File: config.mk
export PLATFORM = sky130hd
export DESIGN_NAME = dbg_seq_gen
export DESIGN_NICKNAME = d
export VERILOG_FILES = /design/src/rtl/dbg_seq_pkg.sv /design/src/rtl/dbg_seq_bits.sv /design/src/rtl/dbg_seq_ctrl.sv /design/src/rtl/dbg_seq_gen.sv
export SDC_FILE = /design/constraint.sdc
export NUM_CORES = 1
export LEC_CHECK = 0
export BUFFER_PORTS_ARGS = -buffer_cell sky130_fd_sc_hd__buf_2
export CAP_MARGIN = 5
export CORE_ASPECT_RATIO = 0.75
export CORE_UTILIZATION = 45
export DETAILED_ROUTE_END_ITERATION = 10
export PLACE_DENSITY = 0.62
export SLEW_MARGIN = 10
export SYNTH_ARGS = -nofsm -noshare
export SYNTH_HDL_FRONTEND = slang
export SYNTH_SLANG_ARGS = --single-unit
export TNS_END_PERCENT = 20
File: constraint.sdc
create_clock -name clk_i -period 3.1 [get_ports clk_i]
set_input_delay 0.62 -clock clk_i [delete_from_list [all_inputs] [get_ports clk_i]]
set_output_delay 0.62 -clock clk_i [all_outputs]
set_load 0.03 [all_outputs]
File: src/rtl/dbg_seq_pkg.sv
package dbg_seq_pkg;

  typedef enum logic [2:0] {
    SEQ_LINK_RESET   = 3'd0,
    SEQ_JTAG_TO_SW   = 3'd1,
    SEQ_SW_TO_JTAG   = 3'd2,
    SEQ_SW_TO_DORM   = 3'd3,
    SEQ_DORM_TO_SW   = 3'd4,
    SEQ_JTAG_TO_DORM = 3'd5,
    SEQ_DORM_TO_JTAG = 3'd6,
    SEQ_RESERVED     = 3'd7
  } seq_e;

  localparam int MAX_LEN = 224;
  localparam int IDX_W   = $clog2(MAX_LEN);

  localparam int HI_RUN  = 56;   // padded high run before a switch code
  localparam int LR_LEN  = 64;   // link reset length
  localparam int CODE_W  = 16;
  localparam int WAKE_HI = 8;    // high run before the alert
  localparam int ALERT_W = 128;

  localparam logic [15:0]  CODE_J2S = 16'hE79E;
  localparam logic [15:0]  CODE_S2J = 16'hE73C;
  localparam logic [15:0]  CODE_S2D = 16'hE3BC;
  localparam logic [7:0]   ACT_SW   = 8'h1A;
  localparam logic [30:0]  CODE_J2D = 31'h33BBBBBA;
  localparam logic [127:0] ALERT    = 128'h19BC0EA2E3DDAFE986852D956209F392;

  function automatic logic [IDX_W-1:0] seq_len(seq_e s);
    case (s)
      SEQ_LINK_RESET:   return IDX_W'(LR_LEN);
      SEQ_JTAG_TO_SW:   return IDX_W'(HI_RUN + CODE_W + LR_LEN);
      SEQ_SW_TO_JTAG:   return IDX_W'(HI_RUN + CODE_W + 8);
      SEQ_SW_TO_DORM:   return IDX_W'(HI_RUN + CODE_W);
      SEQ_DORM_TO_SW:   return IDX_W'(MAX_LEN);
      SEQ_JTAG_TO_DORM: return IDX_W'(40);
      SEQ_DORM_TO_JTAG: return IDX_W'(WAKE_HI + ALERT_W + 24);
      default:          return '0;
    endcase
  endfunction

endpackage

File: src/rtl/dbg_seq_bits.sv
module dbg_seq_bits
  import dbg_seq_pkg::*;
(
  input  seq_e             sel_i,
  input  logic [IDX_W-1:0] idx_i,
  output logic             bit_o
);

  localparam int CODE_END  = HI_RUN + CODE_W;
  localparam int ALERT_END = WAKE_HI + ALERT_W;
  localparam int ACT_BEG   = ALERT_END + 4;
  localparam int ACT_END   = ACT_BEG + 8;
  localparam int TAIL_LOW  = MAX_LEN - 8;
  localparam int J2D_HI    = 9;

  function automatic logic link_reset_bit(int j);
    return j < HI_RUN;
  endfunction

  always_comb begin
    int i;
    i = int'(idx_i);
    bit_o = 1'b0;
    case (sel_i)
      SEQ_LINK_RESET: bit_o = link_reset_bit(i);
      SEQ_JTAG_TO_SW:
        if (i < HI_RUN)        bit_o = 1'b1;
        else if (i < CODE_END) bit_o = CODE_J2S[4'(i - HI_RUN)];
        else                   bit_o = link_reset_bit(i - CODE_END);
      SEQ_SW_TO_JTAG:
        if (i < HI_RUN)        bit_o = 1'b1;
        else if (i < CODE_END) bit_o = CODE_S2J[4'(i - HI_RUN)];
        else                   bit_o = 1'b1;
      SEQ_SW_TO_DORM:
        if (i < HI_RUN)        bit_o = 1'b1;
        else                   bit_o = CODE_S2D[4'(i - HI_RUN)];
      SEQ_DORM_TO_SW:
        if (i < WAKE_HI)        bit_o = 1'b1;
        else if (i < ALERT_END) bit_o = ALERT[7'(i - WAKE_HI)];
        else if (i < ACT_BEG)   bit_o = 1'b0;
        else if (i < ACT_END)   bit_o = ACT_SW[3'(i - ACT_BEG)];
        else                    bit_o = i < TAIL_LOW;
      SEQ_JTAG_TO_DORM:
        if (i < J2D_HI)        bit_o = 1'b1;
        else                   bit_o = CODE_J2D[5'(i - J2D_HI)];
      SEQ_DORM_TO_JTAG:
        if (i < WAKE_HI)        bit_o = 1'b1;
        else if (i < ALERT_END) bit_o = ALERT[7'(i - WAKE_HI)];
        else                    bit_o = 1'b0;
      default: bit_o = 1'b0;
    endcase
  end

endmodule

File: src/rtl/dbg_seq_ctrl.sv
module dbg_seq_ctrl
  import dbg_seq_pkg::*;
(
  input  logic             clk_i,
  input  logic             rst_ni,
  input  logic             start_i,
  input  seq_e             sel_i,
  output seq_e             sel_q_o,
  output logic [IDX_W-1:0] idx_o,
  output logic             busy_o,
  output logic             done_o,
  output logic             err_o
);

  logic [IDX_W-1:0] last_idx;
  assign last_idx = seq_len(sel_q_o) - IDX_W'(1);

  always_ff @(posedge clk_i or negedge rst_ni) begin
    if (!rst_ni) begin
      sel_q_o <= SEQ_LINK_RESET;
      idx_o   <= '0;
      busy_o  <= 1'b0;
      done_o  <= 1'b0;
      err_o   <= 1'b0;
    end else begin
      done_o <= 1'b0;
      err_o  <= 1'b0;
      if (busy_o) begin
        if (idx_o == last_idx) begin
          busy_o <= 1'b0;
          done_o <= 1'b1;
          idx_o  <= '0;
        end else begin
          idx_o <= idx_o + IDX_W'(1);
        end
      end else if (start_i) begin
        if (sel_i == SEQ_RESERVED) begin
          err_o <= 1'b1;
        end else begin
          sel_q_o <= sel_i;
          idx_o   <= '0;
          busy_o  <= 1'b1;
        end
      end
    end
  end

endmodule

File: src/rtl/dbg_seq_gen.sv
module dbg_seq_gen
  import dbg_seq_pkg::*;
#(
  parameter bit IDLE_LEVEL = 1'b0
) (
  input  logic       clk_i,
  input  logic       rst_ni,
  input  logic       start_i,
  input  logic [2:0] sel_i,
  output logic       swdio_o,
  output logic       clk_en_o,
  output logic       busy_o,
  output logic       done_o,
  output logic       err_o
);

  seq_e             sel_q;
  logic [IDX_W-1:0] idx;
  logic             seq_bit;

  dbg_seq_ctrl u_ctrl (
    .clk_i   (clk_i),
    .rst_ni  (rst_ni),
    .start_i (start_i),
    .sel_i   (seq_e'(sel_i)),
    .sel_q_o (sel_q),
    .idx_o   (idx),
    .busy_o  (busy_o),
    .done_o  (done_o),
    .err_o   (err_o)
  );

  dbg_seq_bits u_bits (
    .sel_i (sel_q),
    .idx_i (idx),
    .bit_o (seq_bit)
  );

  assign swdio_o  = busy_o ? seq_bit : IDLE_LEVEL;
  assign clk_en_o = busy_o;

endmodule

## After elaboration in Yosys (flattened, before gate mapping)

Memory sizes are Yosys's and may differ from the RTL's.
Index checks and enable logic that the tools add are counted.

| operators by class | value |
|---|---|
| add/subtract/negate cells | 7 |
| order comparisons | 13 |
| equal/unequal tests | 9 |
| mux-type cells | 40 |
| bitwise gates (word level) | 2 |
| reductions and logical operators | 4 |

Operators with widths:

| cell | number |
|---|---|
| $pmux W8 S7 | 1 |
| $mux W1 | 34 |
| $lt A32 B7 Y1 const B | 1 |
| $lt A8 B8 Y1 const B | 4 |
| $mux W8 | 4 |
| $lt A8 B4 Y1 const B | 2 |
| $eq A3 B3 Y1 const B | 4 |
| $lt A7 B9 Y1 const B | 1 |
| $sub A8 B7 Y9 const B | 1 |
| $add A8 B1 Y8 const B | 1 |
| $eq A8 B8 Y1 | 1 |
| $lt A8 B6 Y1 const B | 1 |
| $lt A8 B7 Y1 const B | 1 |
| $sub A8 B1 Y8 const B | 1 |
| $lt A5 B7 Y1 const B | 1 |
| $pmux W1 S7 | 1 |
| $sub A7 B4 Y7 const B | 1 |
| $eq A3 B2 Y1 const B | 2 |
| $lt A4 B6 Y1 const B | 1 |
| $lt A3 B5 Y1 const B | 1 |
| $sub A5 B4 Y5 const B | 1 |
| $sub A4 B4 Y4 const B | 1 |
| $eq A3 B1 Y1 const B | 1 |
| $logic_not A3 Y1 | 1 |
| 6 further kinds | 7 |

| word-level totals | value |
|---|---|
| flip-flop bits (word level) | 14 |
| ROM bits | 216 |
| memories | 6 |

Memory list:

| name | words | width | rd ports | clocked after Yosys merged registers in | wr ports | RTL line | source |
|---|---|---|---|---|---|---|---|
| (no name shown) | 128 | 1 | 1 | 0 | 0 | dbg_seq_bits.sv:48 | `else if (i < ALERT_END) bit_o = ALERT[7'(i - WAKE_HI)];` |
| (no name shown) | 32 | 1 | 1 | 0 | 0 | dbg_seq_bits.sv:45 | `else bit_o = CODE_J2D[5'(i - J2D_HI)];` |
| (no name shown) | 16 | 1 | 1 | 0 | 0 | dbg_seq_bits.sv:28 | `else if (i < CODE_END) bit_o = CODE_J2S[4'(i - HI_RUN)];` |
| (no name shown) | 16 | 1 | 1 | 0 | 0 | dbg_seq_bits.sv:32 | `else if (i < CODE_END) bit_o = CODE_S2J[4'(i - HI_RUN)];` |
| (no name shown) | 16 | 1 | 1 | 0 | 0 | dbg_seq_bits.sv:36 | `else bit_o = CODE_S2D[4'(i - HI_RUN)];` |
| (no name shown) | 8 | 1 | 1 | 0 | 0 | dbg_seq_bits.sv:41 | `else if (i < ACT_END) bit_o = ACT_SW[3'(i - ACT_BEG)];` |

## Logic depth before layout (Yosys ltp)

| depth | value |
|---|---|
| depth after elaboration | 10 |
| gate-level depth with buffers | 11 |
| depth with buffers taken out | 10 |

## Modules after synthesis

A second synthesis with hierarchy kept.

| second synthesis, totals | value |
|---|---|
| cell total of the unflattened synthesis | 196 |
| area total of the unflattened synthesis | 1675.4 um2 |

By module, submodules not included:

| module | instances | cells each | area an instance (um2) | sequential area each (um2) |
|---|---|---|---|---|
| dbg_seq_ctrl | 1 | 80 | 880.8 | 350.3 |
| dbg_seq_bits | 1 | 114 | 780.7 | 0.0 |
| dbg_seq_gen | 1 | 2 | 13.8 | 0.0 |

## Worst setup path after synthesis

No wires, ideal clock.

| timing | value |
|---|---|
| kind | flip-flop to output port |
| from | reg u_ctrl.idx_o[0] |
| to | out swdio_o |
| arrival | 2.684 ns |
| required time | 2.480 ns |
| setup slack | -0.204 ns |
| cell stages (with the launch flop) | 12 |
| buffers on the path | 1 |
| cell sequence | dfrtp_1 clkbuf_1 inv_1 ha_1 inv_1 ha_1 or4b_1 o21ai_0 nor4b_1 o221ai_1 nor3_1 o221ai_1 |

| between the ends | value |
|---|---|
| cells in the longest elaborated chain, start to end | 10 |

RTL lines:

| element | RTL line | source |
|---|---|---|
| start, declared | dbg_seq_ctrl.sv:9 | `output logic [IDX_W-1:0] idx_o,` |
| start signal, assigned | dbg_seq_ctrl.sv:34 | `idx_o <= idx_o + IDX_W'(1);` |
| branches (longest 8 deep; another with $sub A7 B4 Y7) | -- |  |
| $pmux W1 S7 * | dbg_seq_bits.sv:24 | `case (sel_i)` |
| $mux W1 * | dbg_seq_gen.sv:39 | `assign swdio_o = busy_o ? seq_bit : IDLE_LEVEL;` |
| end, declared | dbg_seq_gen.sv:10 | `output logic swdio_o,` |

Every way passes the cells marked *. The select of a mux whose other input is x is not followed.

## Worst setup path in the final report

| timing | value |
|---|---|
| from | reg u_ctrl.idx_o[2] |
| to | out swdio_o |

The elaborated chain is that of the path after synthesis.

==> run summary <==
asr flop ratio synth: 100%
slowest CP cell: dfrtp_1
Clock H-tree levels: 1
GRT Total Usage: 23.6%
hold slack: 257 ps
placed instance count: 275
largest net degree at the start of global routing: 32
Core ar.: 3450 um2
first-pass GRT wire length: 7.55 mm
worst path arrival time: 2400 ps
Pwr Total: 0.368 mW
Vias: 1685
crit end category: output pin
top cells by area, synth: dfrtp_1 (21%), ha_1 (8.8%), nor2_1 (4.4%), o21ai_0 (4.4%), nand2_1 (4.0%)
Max Clock Freq: 331 MHz
GP Congestion: 0.873
CTS Root Cell: clkbuf_8
worst hold-check path type: in -> async
Ys Warns: 0
Final setup viols: 0
Critical Path RT: 2480 ps
CTS tree: yes
Max-slew headroom: 59.4%
number of remaining DRC errors: 0
hold-fix buffers at CTS: 0
area of the die: 4030 um2
Netlist cell types: 55
Post-synth EDFFs: 0
crit path kind: reg -> out
crit-path cells: inv_1, ha_2, a21boi_2, mux2i_1, a31o_2, o221ai_1, nor3_2, o221ai_4, buf_6
crit path launch type: flip-flop
via/cell ratio: 6.02
vias in the first global route: 1522
Worst path depth: 9
Initial DRT Pass Iterations: 4
I/O pins: 11
dpl ws: 96.0 ps
# nets final: 249
grt total ovfl: 0
VDD IR max: 209 uV
cells on worst reg2reg path: 7
final WL: 4.55 mm
detailed placement HPWL: 3.28 mm
row cnt: 18
CP bufs+invs: 2
sequential fraction of the synthesis area: 20.6%
flop2flop setup slack: 760 ps
final instance area: 1990 um2
Worst Slack Setup Final: 79.5 ps
share of the synthesized area in the top cell type: 20.6%
Top FF cell, synth: dfrtp_1
RSZ-0062 raised after global routing: yes
CP max FO: 5
Starting Density: 49.3%
Post-DRT Antenna Nets: 0
clock buffer count from CTS: 3
per-cell routed wire length: 16.2 um
initial antenna violation count: 0
number of synthesized register bits: 14
clock sinks: 14
share of layout cells above drive strength 1: 24.3%
Die W: 73.0 um
count leader, synth: nor2_1
min Tclk post-route: 3020 ps
Layout Skew: 3.99 ps
placed cell area: 1830 um2
Syn Area/Cell: 7.63 um2
Worst-Skew Late Latency: 250 ps
delay-heaviest family, CP: compound AO/OA/AOI/OAI gates
Synth Instances: 223
status: completed
P&R area growth vs syn: 16.9%
IO Port Bufs: 10
final std cells w/o fill: 280
Syn Std Cell Area: 1700 um2
Leak: 0.842 nW
cell taking the most area after synthesis: dfrtp_1
Slew @ Worst Pin: 608 ps
period utilisation layout: 97.4%
final hold vios: 0
Net Count, Synth: 241
violation count after the first detailed-route iteration: 164
Critical Path Max Stage Delay: 370 ps
clock-pin slew on the worst setup and hold paths: 60 ps
MaxCap Viol Count: 0
Die Ht: 55.2 um
Synth top cells by count: nor2_1 (20), nand2_1 (18), o21ai_0 (15)
PwrDens: 185 nW/um2
ant diodes: 0
Slew Viols, Final: 0
clock buffer depth: 2
placed cells by master, fill, tap and decap left out, types with 4 or more instances in the layout:
| master | count |
|---|---|
| a21oi_1 | 10 |
| clkbuf_8 | 4 |
| nor3_1 | 4 |
| buf_4 | 12 |
| and3_1 | 4 |
| nand3_1 | 13 |
| nand2_1 | 18 |
| xnor2_1 | 7 |
| nor2b_1 | 6 |
| inv_2 | 4 |
| buf_2 | 9 |
| ha_1 | 7 |
| mux2i_1 | 6 |
| nor2_1 | 19 |
| nand2b_1 | 4 |
| dfrtp_1 | 13 |
| inv_1 | 5 |
| o21ai_0 | 13 |
registers in the layout, indices dropped and copies added (netlist names):
signal and flops:
u_ctrl.idx_o 8, u_ctrl.sel_q_o 3, u_ctrl.done_o 1, u_ctrl.busy_o 1, u_ctrl.err_o 1
worst reg2reg max path, stage by stage (launching register included):
cell and delay, ps:
dfrtp_1 520, buf_4 230, or3b_2 440, a21oi_1 150, a221o_1 130, o2111ai_1 310
o21ai_2 350, nor2_1 90
path summary, 6_finish.rpt:
path | from | end
min reg2reg | u_ctrl.sel_q_o[2] | u_ctrl.sel_q_o[2]
max | u_ctrl.idx_o[2] | swdio_o
max reg2reg | u_ctrl.idx_o[5] | u_ctrl.idx_o[5]
min in group clk_i | u_ctrl.sel_q_o[2] | u_ctrl.sel_q_o[2]
max in group asynchronous | rst_ni | u_ctrl.idx_o[3]
min | rst_ni | u_ctrl.done_o
repair_timing:
| action | 4_1_cts | 5_1_grt |
|---|---|---|
| resized for setup | 8 | 20 |
| endpoints found under the setup margin | 1 | 1 |
| setup buffers | 1 | 0 |
| pin swaps | 3 | 8 |
through the flow:
stage | setup TNS (ps) | util (%)
after CTS | 0 | 55.9
after global placement | 0 | 53.2
after floorplan | 0 | -
after global routing | -7.29 | 57.7
final | 0 | 57.7
after detailed placement | 0 | 53.2
cell type report:
class | instances | area (um2)
Fill cell | 325 | 1460
Tap cell | 50 | 62.6
Timing Repair Buffer | 23 | 166
Inverter | 10 | 40.0
Multi-Input combinational cell | 179 | 1310
Sequential cell | 14 | 352
Clock buffer | 4 | 55.1
power breakdown:
| group | switching, mW | leakage [nW] | internal, mW | total (mW) |
|---|---|---|---|---|
| clock network | 0.0651 | 0.0288 | 0.112 | 0.178 |
| registers | 0 | 0.169 | 0.183 | 0.183 |
| logic | 0.00548 | 0.645 | 0.00244 | 0.00792 |
metal layers:
metal	vias up	wire length (um)	global-route usage, %
li1	821	-	-
met4	0	31	4.76
met1	802	2200	36.7
met3	4	230	2.74
met5	-	0	0
met2	58	2080	34.7
cells by family (layout without fill, tap and decap cells):
| group | Yosys count | in the layout | synth area share [%] |
|---|---|---|---|
| adders and majority gates | 13 | 13 | 9.42 |
| DFF | 14 | 14 | 20.6 |
| muxes | 7 | 7 | 4.86 |
| xor gates and xnor gates | 9 | 9 | 4.64 |
| AOI/OAI and AO/OA | 61 | 61 | 25.4 |
| and+or+nand+nor | 89 | 89 | 26.9 |
| buffers and inverters | 30 | 37 | 8.17 |
Power figures use the tool's default switching activity.
